$ cat src/rtl/phy_ctrl_pkg.sv
package phy_ctrl_pkg;

  localparam int unsigned REG_W = 16;

  localparam int unsigned BIT_LOOP  = 14;
  localparam int unsigned BIT_SPEED = 13;
  localparam int unsigned BIT_AN    = 12;
  localparam int unsigned BIT_PWRDN = 11;
  localparam int unsigned BIT_ISO   = 10;
  localparam int unsigned BIT_RESTART = 9;
  localparam int unsigned BIT_DUPLEX = 8;
  localparam int unsigned BIT_COLTST = 7;

  typedef struct packed {
    logic loopback;
    logic speedSel;
    logic anEn;
    logic pwrDn;
    logic isolate;
    logic duplexSel;
    logic colTst;
  } ctrlBits_t;

  localparam ctrlBits_t CTRL_RESET = '{
    loopback: 1'b0, speedSel: 1'b1, anEn: 1'b1, pwrDn: 1'b0,
    isolate: 1'b0, duplexSel: 1'b0, colTst: 1'b0
  };

  typedef struct packed {
    logic pathEnable;
    logic colArm;
  } dpStrobe_t;

endpackage

$ cat src/rtl/phy_ctrl_regs.sv
module phy_ctrl_regs
  import phy_ctrl_pkg::*;
#(
  parameter int unsigned ADDR_W   = 5,
  parameter int unsigned REG_ADDR = 0
) (
  input  logic              clk,
  input  logic              rstN,
  input  logic [ADDR_W-1:0] regAddr,
  input  logic              regWe,
  input  logic [REG_W-1:0]  regWdata,
  output logic [REG_W-1:0]  regRdata,
  input  logic              hwPrioSel,
  input  logic              pinSpeed100,
  input  logic              pinFullDuplex,
  input  logic              pinAnEnable,
  output logic              speed100,
  output logic              fullDuplex,
  output logic              anEnable,
  output logic              anRestart,
  output logic              powerDown,
  output logic              errClear,
  output dpStrobe_t         strobes
);

  localparam logic [ADDR_W-1:0] HIT_ADDR = ADDR_W'(REG_ADDR);

  ctrlBits_t cfg;
  ctrlBits_t cfgNext;
  logic      wrHit;
  logic      anForWrite;
  logic      restartQ;
  logic      wakeQ;
  logic      unusedWdata;

  assign wrHit       = regWe && (regAddr == HIT_ADDR);
  assign unusedWdata = ^{regWdata[15], regWdata[6:0]};

  always_comb begin
    cfgNext.loopback  = regWdata[BIT_LOOP];
    cfgNext.speedSel  = regWdata[BIT_SPEED];
    cfgNext.anEn      = regWdata[BIT_AN];
    cfgNext.pwrDn     = regWdata[BIT_PWRDN];
    cfgNext.isolate   = regWdata[BIT_ISO];
    cfgNext.duplexSel = regWdata[BIT_DUPLEX];
    cfgNext.colTst    = regWdata[BIT_COLTST];
  end

  // Negotiation enable as it will stand after this write.
  assign anForWrite = hwPrioSel ? pinAnEnable : cfgNext.anEn;

  always_ff @(posedge clk or negedge rstN) begin
    if (!rstN) begin
      cfg      <= CTRL_RESET;
      restartQ <= 1'b0;
      wakeQ    <= 1'b0;
    end else begin
      restartQ <= wrHit && regWdata[BIT_RESTART] && anForWrite;
      wakeQ    <= wrHit && cfg.pwrDn && !cfgNext.pwrDn;
      if (wrHit) cfg <= cfgNext;
    end
  end

  // Mode resolution: strap pins win in hardware priority.
  always_comb begin
    anEnable = hwPrioSel ? pinAnEnable : cfg.anEn;
    if (anEnable) begin
      speed100   = 1'b0;
      fullDuplex = 1'b0;
    end else if (hwPrioSel) begin
      speed100   = pinSpeed100;
      fullDuplex = pinFullDuplex && !cfg.loopback;
    end else begin
      speed100   = cfg.speedSel;
      fullDuplex = cfg.duplexSel && !cfg.loopback;
    end
  end

  always_comb begin
    regRdata = '0;
    if (regAddr == HIT_ADDR) begin
      regRdata[BIT_LOOP]   = cfg.loopback;
      regRdata[BIT_SPEED]  = cfg.speedSel;
      regRdata[BIT_AN]     = cfg.anEn;
      regRdata[BIT_PWRDN]  = cfg.pwrDn;
      regRdata[BIT_ISO]    = cfg.isolate;
      regRdata[BIT_DUPLEX] = cfg.duplexSel;
      regRdata[BIT_COLTST] = cfg.colTst;
    end
  end

  assign anRestart          = restartQ;
  assign powerDown          = cfg.pwrDn;
  assign errClear           = wakeQ;
  assign strobes.pathEnable = !cfg.pwrDn && !cfg.isolate && !wakeQ;
  assign strobes.colArm     = cfg.loopback && cfg.colTst;

endmodule

$ cat src/rtl/phy_ctrl_coltest.sv
module phy_ctrl_coltest
  import phy_ctrl_pkg::*;
#(
  parameter int unsigned COL_DELAY = 64
) (
  input  logic      clk,
  input  logic      rstN,
  input  logic      txEn,
  input  dpStrobe_t strobes,
  output logic      dataOe,
  output logic      colTest
);

  localparam int unsigned CNT_W = $clog2(COL_DELAY + 1);
  localparam logic [CNT_W-1:0] CNT_FIRE = CNT_W'(COL_DELAY - 1);
  localparam logic [CNT_W-1:0] CNT_MAX  = CNT_W'(COL_DELAY);

  logic             txEnGated;
  logic             running;
  logic [CNT_W-1:0] bitCnt;
  logic             colQ;

  // Isolation drops the transmit enable before it reaches the counter.
  assign txEnGated = txEn && strobes.pathEnable;
  assign running   = txEnGated && strobes.colArm;

  always_ff @(posedge clk or negedge rstN) begin
    if (!rstN) begin
      bitCnt <= '0;
      colQ   <= 1'b0;
    end else if (running) begin
      if (bitCnt != CNT_MAX) bitCnt <= bitCnt + 1'b1;
      colQ <= colQ || (bitCnt == CNT_FIRE);
    end else begin
      bitCnt <= '0;
      colQ   <= 1'b0;
    end
  end

  assign dataOe  = strobes.pathEnable;
  assign colTest = colQ && strobes.colArm && strobes.pathEnable;

endmodule

$ cat src/rtl/phy_ctrl_resolver.sv
module phy_ctrl_resolver
  import phy_ctrl_pkg::*;
#(
  parameter int unsigned ADDR_W    = 5,
  parameter int unsigned REG_ADDR  = 0,
  parameter int unsigned COL_DELAY = 64
) (
  input  logic              clk,
  input  logic              rstN,
  input  logic [ADDR_W-1:0] regAddr,
  input  logic              regWe,
  input  logic [15:0]       regWdata,
  output logic [15:0]       regRdata,
  input  logic              hwPrioSel,
  input  logic              pinSpeed100,
  input  logic              pinFullDuplex,
  input  logic              pinAnEnable,
  input  logic              txEn,
  output logic              speed100,
  output logic              fullDuplex,
  output logic              anEnable,
  output logic              anRestart,
  output logic              powerDown,
  output logic              dataOe,
  output logic              errClear,
  output logic              colTest
);

  dpStrobe_t strobes;

  phy_ctrl_regs #(.ADDR_W(ADDR_W), .REG_ADDR(REG_ADDR)) u_regs (
    .clk(clk), .rstN(rstN),
    .regAddr(regAddr), .regWe(regWe), .regWdata(regWdata), .regRdata(regRdata),
    .hwPrioSel(hwPrioSel), .pinSpeed100(pinSpeed100),
    .pinFullDuplex(pinFullDuplex), .pinAnEnable(pinAnEnable),
    .speed100(speed100), .fullDuplex(fullDuplex), .anEnable(anEnable),
    .anRestart(anRestart), .powerDown(powerDown), .errClear(errClear),
    .strobes(strobes)
  );

  phy_ctrl_coltest #(.COL_DELAY(COL_DELAY)) u_col (
    .clk(clk), .rstN(rstN), .txEn(txEn), .strobes(strobes),
    .dataOe(dataOe), .colTest(colTest)
  );

endmodule

$ cat config.mk
export PLATFORM = sky130hd
export DESIGN_NAME = phy_ctrl_resolver
export DESIGN_NICKNAME = d
export VERILOG_FILES = /design/src/rtl/phy_ctrl_pkg.sv /design/src/rtl/phy_ctrl_regs.sv /design/src/rtl/phy_ctrl_coltest.sv /design/src/rtl/phy_ctrl_resolver.sv
export SDC_FILE = /design/constraint.sdc
export NUM_CORES = 1
export LEC_CHECK = 0
export BUFFER_PORTS_ARGS = -buffer_cell sky130_fd_sc_hd__buf_2
export CAP_MARGIN = 10
export CORE_MARGIN = 2
export CORE_UTILIZATION = 43
export DETAILED_ROUTE_END_ITERATION = 10
export MAX_ROUTING_LAYER = met4
export PLACE_DENSITY = 0.74
export SETUP_SLACK_MARGIN = 0.15
export SYNTH_ARGS = -nofsm -noshare
export SYNTH_HDL_FRONTEND = slang
export SYNTH_SLANG_ARGS = --single-unit
$ cat constraint.sdc
create_clock -name clk -period 1.84 [get_ports clk]
set_input_delay 0.092 -clock clk [delete_from_list [all_inputs] [get_ports clk]]
set_output_delay 0.092 -clock clk [all_outputs]
set_load 0.01 [all_outputs]
==> Yosys cells after proc, flatten, opt, wreduce, memory -nomap -nowiden <==
Index checks and enable logic that the tools add are counted.
{ "classes": {"add_sub_neg": 1, "eq_ne": 3, "mux": 11, "reduce_logical": 21} }
{ "ops": {"columns": ["cell", "count"], "rows": [
  ["1-bit logical AND", 14],
  ["7-bit two-way mux", 2],
  ["7-bit by 1-bit adder with 7-bit output (second input constant)", 1],
  ["7-bit by 6-bit equality test with 1-bit output (second input constant)", 1],
  ["1-bit two-way mux", 7],
  ["7-bit inequality test (second input constant)", 1],
  ["1-bit zero test", 5],
  ["5-bit zero test", 1],
  ["5-bit two-way mux", 1],
  ["2-bit two-way mux", 1],
  ["2-bit inequality test (second input constant)", 1],
  ["1-bit logical OR", 1]
]} }
{ "word_totals": {"reg_bits": 17, "output_inout_bits": 24} }

==> Logic depth before layout (Yosys ltp) <==
Gate-level depths: netlist (run 1).
{ "logic_depth": {"depth_word": 6, "mapped_depth": 5} }

==> Cells and area by module <==
Synthesis (run 1) repeated with hierarchy kept, for this count alone.
{ "hier_totals": {"cells_unflattened": 92, "hier_area_um2": 997.2} }
{ "modules_own_cells": {"columns": ["mod", "instances", "cells_each", "area_each_um2", "seq_area_each_um2"], "rows": [
  ["phy_ctrl_regs", 1, 47, 559.3, 227.7],
  ["phy_ctrl_coltest", 1, 45, 437.9, 200.2]
]} }

==> Worst setup path after synthesis (run 1) <==
Ideal clock, no wire load.
{ "synth_path": {"path_kind": "input port to flip-flop", "startpoint": "in regAddr[1]", "endpoint": "reg u_regs.cfg[0] (netlist name)", "arrival_time_ns": 1.430, "required_time_ns": 1.715, "slack_ns": 0.285, "cell_stages": 4, "path_buffers": 1, "cell_sequence": "or4_4 or3b_1 buf_6 mux2_4"} }
{ "synth_via": {"elab_chain_len": 2} }
{ "synth_lines": {"columns": ["item", "line", "source"], "rows": [
  ["from (decl)", "phy_ctrl_resolver.sv:10", "input logic [ADDR_W-1:0] regAddr,"],
  ["5-bit zero test", "phy_ctrl_regs.sv:36", "assign wrHit = regWe && (regAddr == HIT_ADDR);"],
  ["1-bit logical AND", "phy_ctrl_regs.sv:36", null],
  ["to (signal assigned)", "phy_ctrl_regs.sv:60", "if (wrHit) cfg <= cfgNext;"],
  ["to (decl)", "phy_ctrl_regs.sv:28", "ctrlBits_t cfg;"]
]} }
No other way between the ends.
A chain may end at the register's enable or synchronous reset.

==> Worst setup path after layout (run 1) <==
{ "layout_path": {"startpoint": "reg u_col.bitCnt[0]", "endpoint": "reg u_col.bitCnt[0]"} }
{ "layout_via": {"elab_chain_len": 3, "elab_cells_between_ends": 5, "classes_between": "1 x add/sub; 2 x eq/ne; 2 x mux"} }
{ "layout_lines": {"columns": ["item", "line", "source"], "rows": [
  ["from (decl)", "phy_ctrl_coltest.sv:20", "logic [CNT_W-1:0] bitCnt;"],
  ["from (signal assigned)", "phy_ctrl_coltest.sv:32", "if (bitCnt != CNT_MAX) bitCnt <= bitCnt + 1'b1;"],
  ["7-bit by 1-bit adder with 7-bit output", "phy_ctrl_coltest.sv:32", null],
  ["7-bit two-way mux", "phy_ctrl_coltest.sv:32", null],
  ["7-bit two-way mux", "phy_ctrl_coltest.sv:31", "end else if (running) begin"]
]} }
Parallel ways exist; a longest one is shown, timed or not. The select of a mux whose other input is x is not followed.

==> impl_metrics.csv, run 1 <==
group,metric,value,unit
critical_path,worst_ep_arrival_time,1.79,ns
sta,slew-limit-headroom,0.634,
clock_network,worstSkewPairLatency,0.28,ns
finish,layout-area-overhead-vs-synth,22.3,%
placement,io_buffer_count,35,
floorplan,num_rows,17,
global_routing,groute.usage.overall,0.149,
synth,syn_area,963,µm²
placement,last_weighted_congestion_value_of_the_routability_driven_placer,0.806,
route,wire_per_inst,11.3,µm
route,detail_route.drc_violations,0,
status,status,"finished clean",
critical_path,setup.worst_path.end_class,"flip-flop",
route,drt_first_pass_iters,2,
route,wirelength,1770,µm
sta,rsz0062_at_grt,"no",
pwr,power_density_relative_to_cell_area,669,mW/mm²
route,drt.antenna.violating_nets,0,
floorplan,floorplan.io_pins,53,
global_routing,overflow,0,
synth,synth.ff_latch_count,17,
synth,synth_flop_cell,"sky130_fd_sc_hd__dfrtp_1",
sta,final_hold_viol_count,0,
placement,placedInstanceArea,0.00112,mm²
clock_network,tritoncts_buffer_count,3,
clock_network,clock_tree.htree_level_count,1,
critical_path,cp_max_fo,4,
critical_path,slowest_stage,"sky130_fd_sc_hd__or4b_2",
synth,seq_area_frac_synth,0.444,
clock_network,cts_buffer_depth,2,
sta,timing.setup.tns,0,ns
sta,tightest_slew,0.541,ns
synth,synthArstFlopShare,1.00,
clock_network,cts_tree,"yes",
clock_network,clk_root_buffer_cell,"sky130_fd_sc_hd__clkbuf_4",
finish,fill_cells,204,
floorplan,design.core.area,0.00217,mm²
pwr,total_power,0.000788,W
finish,number_of_antenna_diodes,0,
critical_path,critPathLaunchType,"flip-flop",
critical_path,critical-path-max-stage-delay,0.60,ns
synth,synth.distinct_cells,29,
critical_path,worst-setup-path-type,"reg -> reg",
clock_network,tritoncts_num_sinks,17,
route,drt-initial-drc-count,2,
global_routing,grt_start_max_net_pins,18,
floorplan,initial_core_util,0.444,
route,drt-vias-per-instance,4.77,
finish,post-route-cell-area,0.00118,mm²
global_routing,number_of_antenna_violations_at_the_first_check_in_global_routing,0,
run,maxCapViolCount,0,
synth,synth_warn,0,
sta,timing.final.crit_share,0.891,
finish,layout.nets,161,
finish,drive_gt1_frac,0.395,
hold_path,worst_hold_path_type,"in -> reg",
floorplan,die_height,51.3,µm
pwr,power.static_leakage,0.611,nW
critical_path,worstPathRequired,1.99,ns
sta,slew_viol_final,0,
finish,layout.cells.non_filler,157,
route,num_vias,749,
synth,postSynthAreaPerCell,10.8,µm²
synth,netlist_instances,89,
clock_network,clkTransAtPathRegs,0.10,ns
sta,layout_min_cycle_time,1.64,ns
sta,final_skew,0.00456,ns
placement,placed_cells,150,
global_routing,grt_pass1_wl,2950,µm
global_routing,grt_pass1_vias,722,
sta,setup_viol,0,
critical_path,cp_cell_sequence,"inv_1, ha_1, or4b_2, o21ai_0, a21oi_1",
sta,max_clock_freq,610,MHz
synth,synth_edf_count,0,
floorplan,dieWidth,51.3,µm
pwr,irDropWorstVdd,0.460,mV
floorplan,floorplan.die_area,0.00264,mm²
placement,detailed_place_hpwl,1410,µm
-- layout by cell type (no fill, tap or decap), types with 2 or more instances in the layout --
| cell | synthesis | routed |
|---|---|---|
| sky130_fd_sc_hd__conb_1 | 1 | 9 |
| sky130_fd_sc_hd__a21oi_1 | 5 | 5 |
| sky130_fd_sc_hd__nor3b_1 | 2 | 2 |
| sky130_fd_sc_hd__clkbuf_4 | 0 | 3 |
| sky130_fd_sc_hd__and2_1 | 7 | 7 |
| sky130_fd_sc_hd__buf_2 | 0 | 35 |
| sky130_fd_sc_hd__dlygate4sd3_1 | 0 | 2 |
| sky130_fd_sc_hd__o21ai_0 | 4 | 4 |
| sky130_fd_sc_hd__nor3_1 | 2 | 2 |
| sky130_fd_sc_hd__mux2i_1 | 3 | 3 |
| sky130_fd_sc_hd__or3_1 | 2 | 2 |
| sky130_fd_sc_hd__dfrtp_1 | 15 | 15 |
| sky130_fd_sc_hd__ha_1 | 2 | 2 |
| sky130_fd_sc_hd__nor2_1 | 5 | 5 |
| sky130_fd_sc_hd__xor2_1 | 2 | 2 |
| sky130_fd_sc_hd__dfstp_2 | 2 | 2 |
| sky130_fd_sc_hd__mux2_4 | 7 | 7 |
| sky130_fd_sc_hd__nand3_1 | 6 | 6 |
| sky130_fd_sc_hd__inv_1 | 3 | 3 |
-- cell families (layout without fill, tap and decap cells) --
| family | Yosys count | after routing | synth area share |
|---|---|---|---|
| compound gates | 10 | 10 | 0.0545 |
| xor+xnor | 3 | 3 | 0.0273 |
| fa+ha+maj | 2 | 2 | 0.0260 |
| buf+inv | 13 | 45 | 0.0935 |
| flops | 17 | 17 | 0.444 |
| mux | 11 | 11 | 0.152 |
| other cells | 1 | 9 | 0.00389 |
| simple gates | 32 | 32 | 0.199 |
-- synth_stat cells, types with 3 or more instances --
master | n | area, µm²
sky130_fd_sc_hd__inv_1 | 3 | 11.3
sky130_fd_sc_hd__nand3_1 | 6 | 30.0
sky130_fd_sc_hd__o21ai_0 | 4 | 20.0
sky130_fd_sc_hd__dfrtp_1 | 15 | 375
sky130_fd_sc_hd__mux2_4 | 7 | 105
sky130_fd_sc_hd__a21oi_1 | 5 | 25.0
sky130_fd_sc_hd__nor2_1 | 5 | 18.8
sky130_fd_sc_hd__and2_1 | 7 | 43.8
sky130_fd_sc_hd__mux2i_1 | 3 | 30.0
sky130_fd_sc_hd__buf_4 | 9 | 67.6
-- worst max-delay path: cells and delay by family, from the launching register on --
| family | cells | cell delay, ns |
|---|---|---|
| fa+ha+maj | 1 | 0.16 |
| buf+inv | 1 | 0.08 |
| simple gates | 1 | 0.60 |
| flops | 1 | 0.41 |
| compound gates | 2 | 0.27 |
-- per-layer routing --
layer  up-vias  global-route usage  share of wire
li1        372                   -              -
met1       347               0.182           0.45
met2        28               0.255           0.49
met3         2              0.0175          0.057
met4         0              0.0526         0.0028
met5         -                   -              0
-- state kept, by name (all words and copies together), names as in the netlist --
name,count
u_regs.anRestart,1
u_regs.powerDown,1
u_col.colQ,1
u_regs.errClear,1
u_col.bitCnt,7
u_regs.cfg,6
-- stage by stage --
stage	hold slack (ns)	setup slack, ns	utilization
after floorplan	-0.204	0.285	-
after global placement	0.0302	0.0359	0.518
after detailed placement	0.0361	0.0110	0.518
after CTS	0.0322	0.202	0.540
after global routing	0.0283	0.154	0.543
final	0.0364	0.201	0.543
-- final timing paths --
check                                   to            start  cells past startpoint  slack [ns]
max                        u_col.bitCnt[0]  u_col.bitCnt[0]                      5        0.20
min                          u_regs.cfg[6]     regWdata[14]                      2        0.04
max reg2reg                u_col.bitCnt[0]  u_col.bitCnt[0]                      5        0.20
min reg2reg                     u_col.colQ       u_col.colQ                      2        0.53
max in group asynchronous    u_regs.cfg[4]             rstN                      2        1.27
min in group asynchronous  u_col.bitCnt[5]             rstN                      2        0.26
-- final cells by class --
type / instances / area [µm²] / share of cell area
Clock buffer: 4 / 26.3 / 0.0223
Timing Repair Buffer: 38 / 203 / 0.172
Tap cell: 28 / 35.0 / 0.0297
Multi-Input combinational cell: 67 / 475 / 0.403
Inverter: 3 / 11.3 / 0.00955
Sequential cell: 17 / 428 / 0.363
-- what timing repair did --
item                                    4_1_cts  5_1_grt
hold buffers                                  2        0
endpoints found under the setup margin        0        2
setup buffers                                 0        1
hold endpoints to repair                     16        0
resized for setup                             0        0
-- power breakdown --
part,total [W],internal [W],leakage (nW),switching (W)
Sequential,0.000439,0.000411,0.225,0.0000286
Combinational,0.000157,0.0000893,0.372,0.0000677
Clock,0.000191,0.0000840,0.0150,0.000108
No activity file was read; power rests on OpenSTA's default activity.
==> run 2, diff against run 1 <==
- RECOVER_POWER: unset -> 25
==> impl_metrics.csv, run 2 (synthesis results as in run 1) <==
group,metric,value,unit
status,status,"finished clean",
floorplan,floorplan.io_pins,53,
placement,detailed_place_hpwl,1410,µm
finish,number_of_antenna_diodes,0,
placement,last_weighted_congestion_value_of_the_routability_driven_placer,0.806,
floorplan,die_height,51.3,µm
clock_network,clkTransAtPathRegs,0.10,ns
pwr,power_density_relative_to_cell_area,669,mW/mm²
sta,slew-limit-headroom,0.394,
sta,max_clock_freq,610,MHz
critical_path,worstPathRequired,1.99,ns
finish,regs_by_ff_count,"u_col.bitCnt x7, u_regs.cfg x6",
critical_path,worst-setup-path-type,"reg -> reg",
pwr,irDropWorstVdd,0.460,mV
pwr,power.sequential.fraction,0.558,
sta,timing.setup.tns,0,ns
finish,layout-area-overhead-vs-synth,22.2,%
floorplan,dieWidth,51.3,µm
clock_network,cts_tree,"yes",
clock_network,clk_root_buffer_cell,"sky130_fd_sc_hd__clkbuf_4",
floorplan,num_rows,17,
clock_network,tritoncts_buffer_count,3,
pwr,power.combinational.fraction,0.199,
global_routing,number_of_antenna_violations_at_the_first_check_in_global_routing,0,
finish,drive_gt1_frac,0.388,
route,drt.antenna.violating_nets,0,
sta,timing.final.crit_share,0.891,
critical_path,setup.worst_path.end_class,"flip-flop",
finish,most_common_cell_after_layout_fill_and_taps_aside,"sky130_fd_sc_hd__buf_2",
sta,final_skew,0.00456,ns
sta,layout_min_cycle_time,1.64,ns
pwr,internal_cell_power,0.000584,W
sta,worst_hold_slack,0.0364,ns
floorplan,floorplan.die_area,0.00264,mm²
finish,max_flop_register,"u_col.bitCnt",
clock_network,worstSkewPairLatency,0.28,ns
route,drt-initial-drc-count,2,
route,detail_route.drc_violations,0,
sta,slew_viol_final,0,
finish,layout.nets,161,
route,num_vias,749,
floorplan,initial_core_util,0.444,
global_routing,grt_pass1_vias,722,
finish,largest_reg_flops,7,
route,drt-vias-per-instance,4.77,
critical_path,worst_ep_arrival_time,1.79,ns
clock_network,cts_buffer_depth,2,
pwr,switching_share,0.259,
sta,tightest_slew,0.910,ns
placement,placedInstanceArea,0.00112,mm²
clock_network,tritoncts_num_sinks,17,
route,wire_per_inst,11.3,µm
pwr,power.static_leakage,0.609,nW
clock_network,clock_tree.htree_level_count,1,
route,drt_first_pass_iters,2,
hold_path,worst_hold_path_type,"in -> reg",
run,maxCapViolCount,0,
global_routing,grt_start_max_net_pins,18,
pwr,clock_power_share,0.243,
global_routing,overflow,0,
global_routing,grt_pass1_wl,2950,µm
critical_path,critPathLaunchType,"flip-flop",
pwr,total_power,0.000788,W
critical_path,cp_max_fo,4,
sta,rsz0062_at_grt,"no",
finish,post-route-cell-area,0.00118,mm²
placement,io_buffer_count,35,
pwr,net-switching-power,0.000204,W
floorplan,design.core.area,0.00217,mm²
sta,final_hold_viol_count,0,
sta,setup_viol,0,
global_routing,groute.usage.overall,0.149,
route,wirelength,1770,µm
finish,final_cell_mix,"sky130_fd_sc_hd__buf_2, sky130_fd_sc_hd__dfrtp_1, sky130_fd_sc_hd__conb_1, sky130_fd_sc_hd__and2_1, sky130_fd_sc_hd__mux2_4",
run 2: cell count changes in the layout (fill, tap and decap cells not counted), sizes merged:
cell    before  now
clkbuf       4    5
buf         36   35
run 2: routing by layer:
metal / share of wire / global-route usage / wire [µm]
met5: 0 / - / 0
met4: 0.0028 / 0.0526 / 5
met3: 0.057 / 0.0175 / 100
met2: 0.49 / 0.255 / 873
met1: 0.45 / 0.182 / 787
run 2: final cells by class:
cell class	instances	area, µm²
Inverter	3	11.3
Clock buffer	4	26.3
Multi-Input combinational cell	67	475
Sequential cell	17	428
Tap cell	28	35.0
Timing Repair Buffer	38	201
Fill cell	205	992
run 2: what timing repair did:
item,CTS,global route
setup endpoints to repair,0,2
hold buffers,2,0
setup buffers,0,1
endpoints found under the hold margin,16,0
resized for setup,0,0
run 2: worst max-delay path, stage by stage, from the launching register on:
cell and delay, ns:
sky130_fd_sc_hd__dfrtp_1 0.41, sky130_fd_sc_hd__inv_1 0.08, sky130_fd_sc_hd__ha_1 0.16, sky130_fd_sc_hd__or4b_2 0.60, sky130_fd_sc_hd__o21ai_0 0.18, sky130_fd_sc_hd__a21oi_1 0.09
run 2: path summary, 6_finish.rpt:
path                                  from         endpoint  slack [ns]  depth (start not counted)
max                        u_col.bitCnt[0]  u_col.bitCnt[0]        0.20                          5
min                           regWdata[14]    u_regs.cfg[6]        0.04                          2
max reg2reg                u_col.bitCnt[0]  u_col.bitCnt[0]        0.20                          5
min reg2reg                     u_col.colQ       u_col.colQ        0.53                          2
max in group asynchronous             rstN  u_col.bitCnt[2]        0.83                          2
min in group asynchronous             rstN  u_col.bitCnt[5]        0.45                          2
run 2: per-stage QoR:
| step | utilization | worst slack, ns | instances |
|---|---|---|---|
| after floorplan | - | 0.285 | 97 |
| after global placement | 0.518 | 0.0359 | 150 |
| after detailed placement | 0.518 | 0.0110 | 150 |
| after global routing | 0.543 | 0.154 | 157 |
| after CTS | 0.540 | 0.202 | 156 |
| final | 0.543 | 0.201 | 157 |
run 2: power groups by stage:
| stage | Sequential (W) | Clock (W) | Combinational [W] |
|---|---|---|---|
| floorplan | 0.000440 | 0 | 0.000109 |
| finish | 0.000439 | 0.000191 | 0.000157 |
| global route | 0.000446 | 0.000209 | 0.000171 |
| detailed placement | 0.000447 | 0 | 0.000153 |
| global placement | 0.000445 | 0 | 0.000149 |
| CTS | 0.000440 | 0.000196 | 0.000157 |
==> run 3, diff against run 2 <==
- PLACE_DENSITY: 0.74 -> 0.8
==> impl_metrics.csv, run 3 (synthesis results as in run 1) <==
group,metric,value,unit
status,status,"finished clean",
global_routing,number_of_antenna_violations_at_the_first_check_in_global_routing,0,
global_routing,grt_start_max_net_pins,18,
route,num_vias,759,
finish,layout.area.seq,428,µm²
pwr,power_density_relative_to_cell_area,676,mW/mm²
placement,last_weighted_congestion_value_of_the_routability_driven_placer,0.816,
hold_path,worstHoldStart,"regWdata[14]",
clock_network,tritoncts_num_sinks,17,
critical_path,ff2ff_path_depth,5,
global_routing,grt_pass1_wl,2780,µm
critical_path,critPathLaunch,"u_col.bitCnt[0]",
finish,number_of_antenna_diodes,0,
hold_path,worst_hold_path_type,"in -> reg",
pwr,power.combinational.fraction,0.196,
finish,most_common_cell_after_layout_fill_and_taps_aside,"sky130_fd_sc_hd__buf_2",
finish,final_cell_mix,"sky130_fd_sc_hd__buf_2, sky130_fd_sc_hd__dfrtp_1, sky130_fd_sc_hd__conb_1, sky130_fd_sc_hd__and2_1, sky130_fd_sc_hd__mux2_4",
sta,setup_viol,0,
sta,timing.final.crit_share,0.886,
hold_path,worst_hold_path.endpoint,"u_regs.cfg[6]",
sta,layout_min_cycle_time,1.63,ns
hold_path,min_delay_path_depth,2,
sta,timing.setup.tns,0,ns
finish,fill_cells,208,
run,maxCapViolCount,0,
floorplan,num_rows,17,
pwr,total_power,0.000791,W
critical_path,ff2ff_setup_slack,0.21,ns
clock_network,worstSkewPairLatency,0.28,ns
floorplan,initial_core_util,0.444,
critical_path,critical-path-max-stage-delay,0.61,ns
route,drt.antenna.violating_nets,0,
pwr,power.static_leakage,0.606,nW
floorplan,die_height,51.3,µm
clock_network,cts_buffer_depth,2,
finish,layout.nets,160,
finish,largest_reg_flops,7,
floorplan,design.core.area,0.00217,mm²
finish,regs_by_ff_count,"u_col.bitCnt x7, u_regs.cfg x6",
critical_path,slowest_stage,"sky130_fd_sc_hd__or4b_2",
sta,final_skew,0.00690,ns
finish,drive_gt1_frac,0.391,
critical_path,crit_family,"simple AND/OR/NAND/NOR gates",
sta,rsz0062_at_grt,"no",
critical_path,reg2reg_to,"u_col.bitCnt[1]",
critical_path,cp_cell_sequence,"inv_1, ha_1, or4b_2, o21ai_1, a21oi_1",
sta,final_hold_viol_count,0,
sta,slew_viol_final,0,
clock_network,tritoncts_buffer_count,3,
clock_network,clk_root_buffer_cell,"sky130_fd_sc_hd__clkbuf_4",
sta,max_clock_freq,613,MHz
finish,multi_input_area,475,µm²
sta,tightest_slew,0.880,ns
clock_network,cts_tree,"yes",
placement,detailed_place_hpwl,1440,µm
pwr,switching_share,0.268,
global_routing,groute.usage.overall,0.146,
route,detail_route.drc_violations,0,
floorplan,floorplan.io_pins,53,
critical_path,critical_path.reg2reg.startpoint,"u_col.bitCnt[0]",
sta,worst_hold_slack,0.0281,ns
critical_path,worstPathRequired,2.00,ns
route,wire_per_inst,11.4,µm
route,drt-initial-drc-count,6,
placement,io_buffer_count,35,
global_routing,grt_pass1_vias,701,
clock_network,clock_tree.htree_level_count,1,
clock_network,clkTransAtPathRegs,0.10,ns
pwr,net-switching-power,0.000212,W
critical_path,worst-setup-path-type,"reg -> reg",
critical_path,critPathLaunchType,"flip-flop",
sta,slew-limit-headroom,0.413,
clock_network,cts_setup_buffers,0,
pwr,power.sequential.fraction,0.556,
finish,max_flop_register,"u_col.bitCnt",
pwr,internal_cell_power,0.000580,W
floorplan,dieWidth,51.3,µm
route,drt-vias-per-instance,4.87,
route,wirelength,1780,µm
pwr,irDropWorstVdd,0.463,mV
critical_path,worst_ep_arrival_time,1.79,ns
critical_path,cp_max_fo,4,
critical_path,setup.worst_path.end_class,"flip-flop",
critical_path,cp_num_buf_inv,1,
route,drt_first_pass_iters,4,
finish,layout-area-overhead-vs-synth,21.6,%
floorplan,floorplan.die_area,0.00264,mm²
pwr,clock_power_share,0.249,
global_routing,overflow,0,
## run 3: changes by cell type in the layout (fill, tap and decap cells not counted)
cell and change:
sky130_fd_sc_hd__o21ai_0 -2, sky130_fd_sc_hd__o21ai_1 +2, sky130_fd_sc_hd__buf_4 -1, sky130_fd_sc_hd__clkbuf_1 -1
sky130_fd_sc_hd__clkinv_2 +1
## run 3: what timing repair did
action / 4_1_cts / 5_1_grt
resized for setup: 0 / 2
setup endpoints to repair: 0 / 2
endpoints found under the hold margin: 16 / 0
hold buffers: 2 / 0
## run 3: layout make-up
class                           instances  area share
Clock buffer                            3      0.0192
Clock inverter                          1     0.00427
Inverter                                3     0.00962
Multi-Input combinational cell         67       0.406
Sequential cell                        17       0.365
Tap cell                               28      0.0299
Timing Repair Buffer                   37       0.166
## run 3: how the worst max path moves through the flow
stage | slack, ns | cells after the start | end
after floorplan | 0.28 | 4 | u_regs.cfg[0]
after global placement | 0.04 | 4 | u_regs.cfg[0]
after detailed placement | 0.02 | 4 | u_regs.cfg[2]
after CTS | 0.19 | 5 | u_col.bitCnt[0]
after global routing | 0.15 | 5 | u_col.bitCnt[0]
final | 0.21 | 5 | u_col.bitCnt[1]
## run 3: routing by layer
metal,global-route usage,wire [µm]
met5,-,0
met4,0.0965,19
met3,0.0205,107
met2,0.229,914
met1,0.174,736
## run 3: per-stage QoR
step | instances | worst slack (ns) | util | instance area, µm²
after CTS | 156 | 0.193 | 0.540 | 1170
after floorplan | 97 | 0.285 | - | 993
final | 156 | 0.210 | 0.540 | 1170
after detailed placement | 150 | 0.0227 | 0.518 | 1120
after global routing | 156 | 0.152 | 0.540 | 1170
after global placement | 150 | 0.0450 | 0.518 | 1120
## run 3: power by group through the flow
stage	Combinational [W]	Sequential, W	Clock (W)
after floorplan	0.000109	0.000440	0
after global routing	0.000170	0.000445	0.000218
final	0.000155	0.000440	0.000197
after CTS	0.000157	0.000440	0.000204
after detailed placement	0.000154	0.000446	0
after global placement	0.000149	0.000445	0
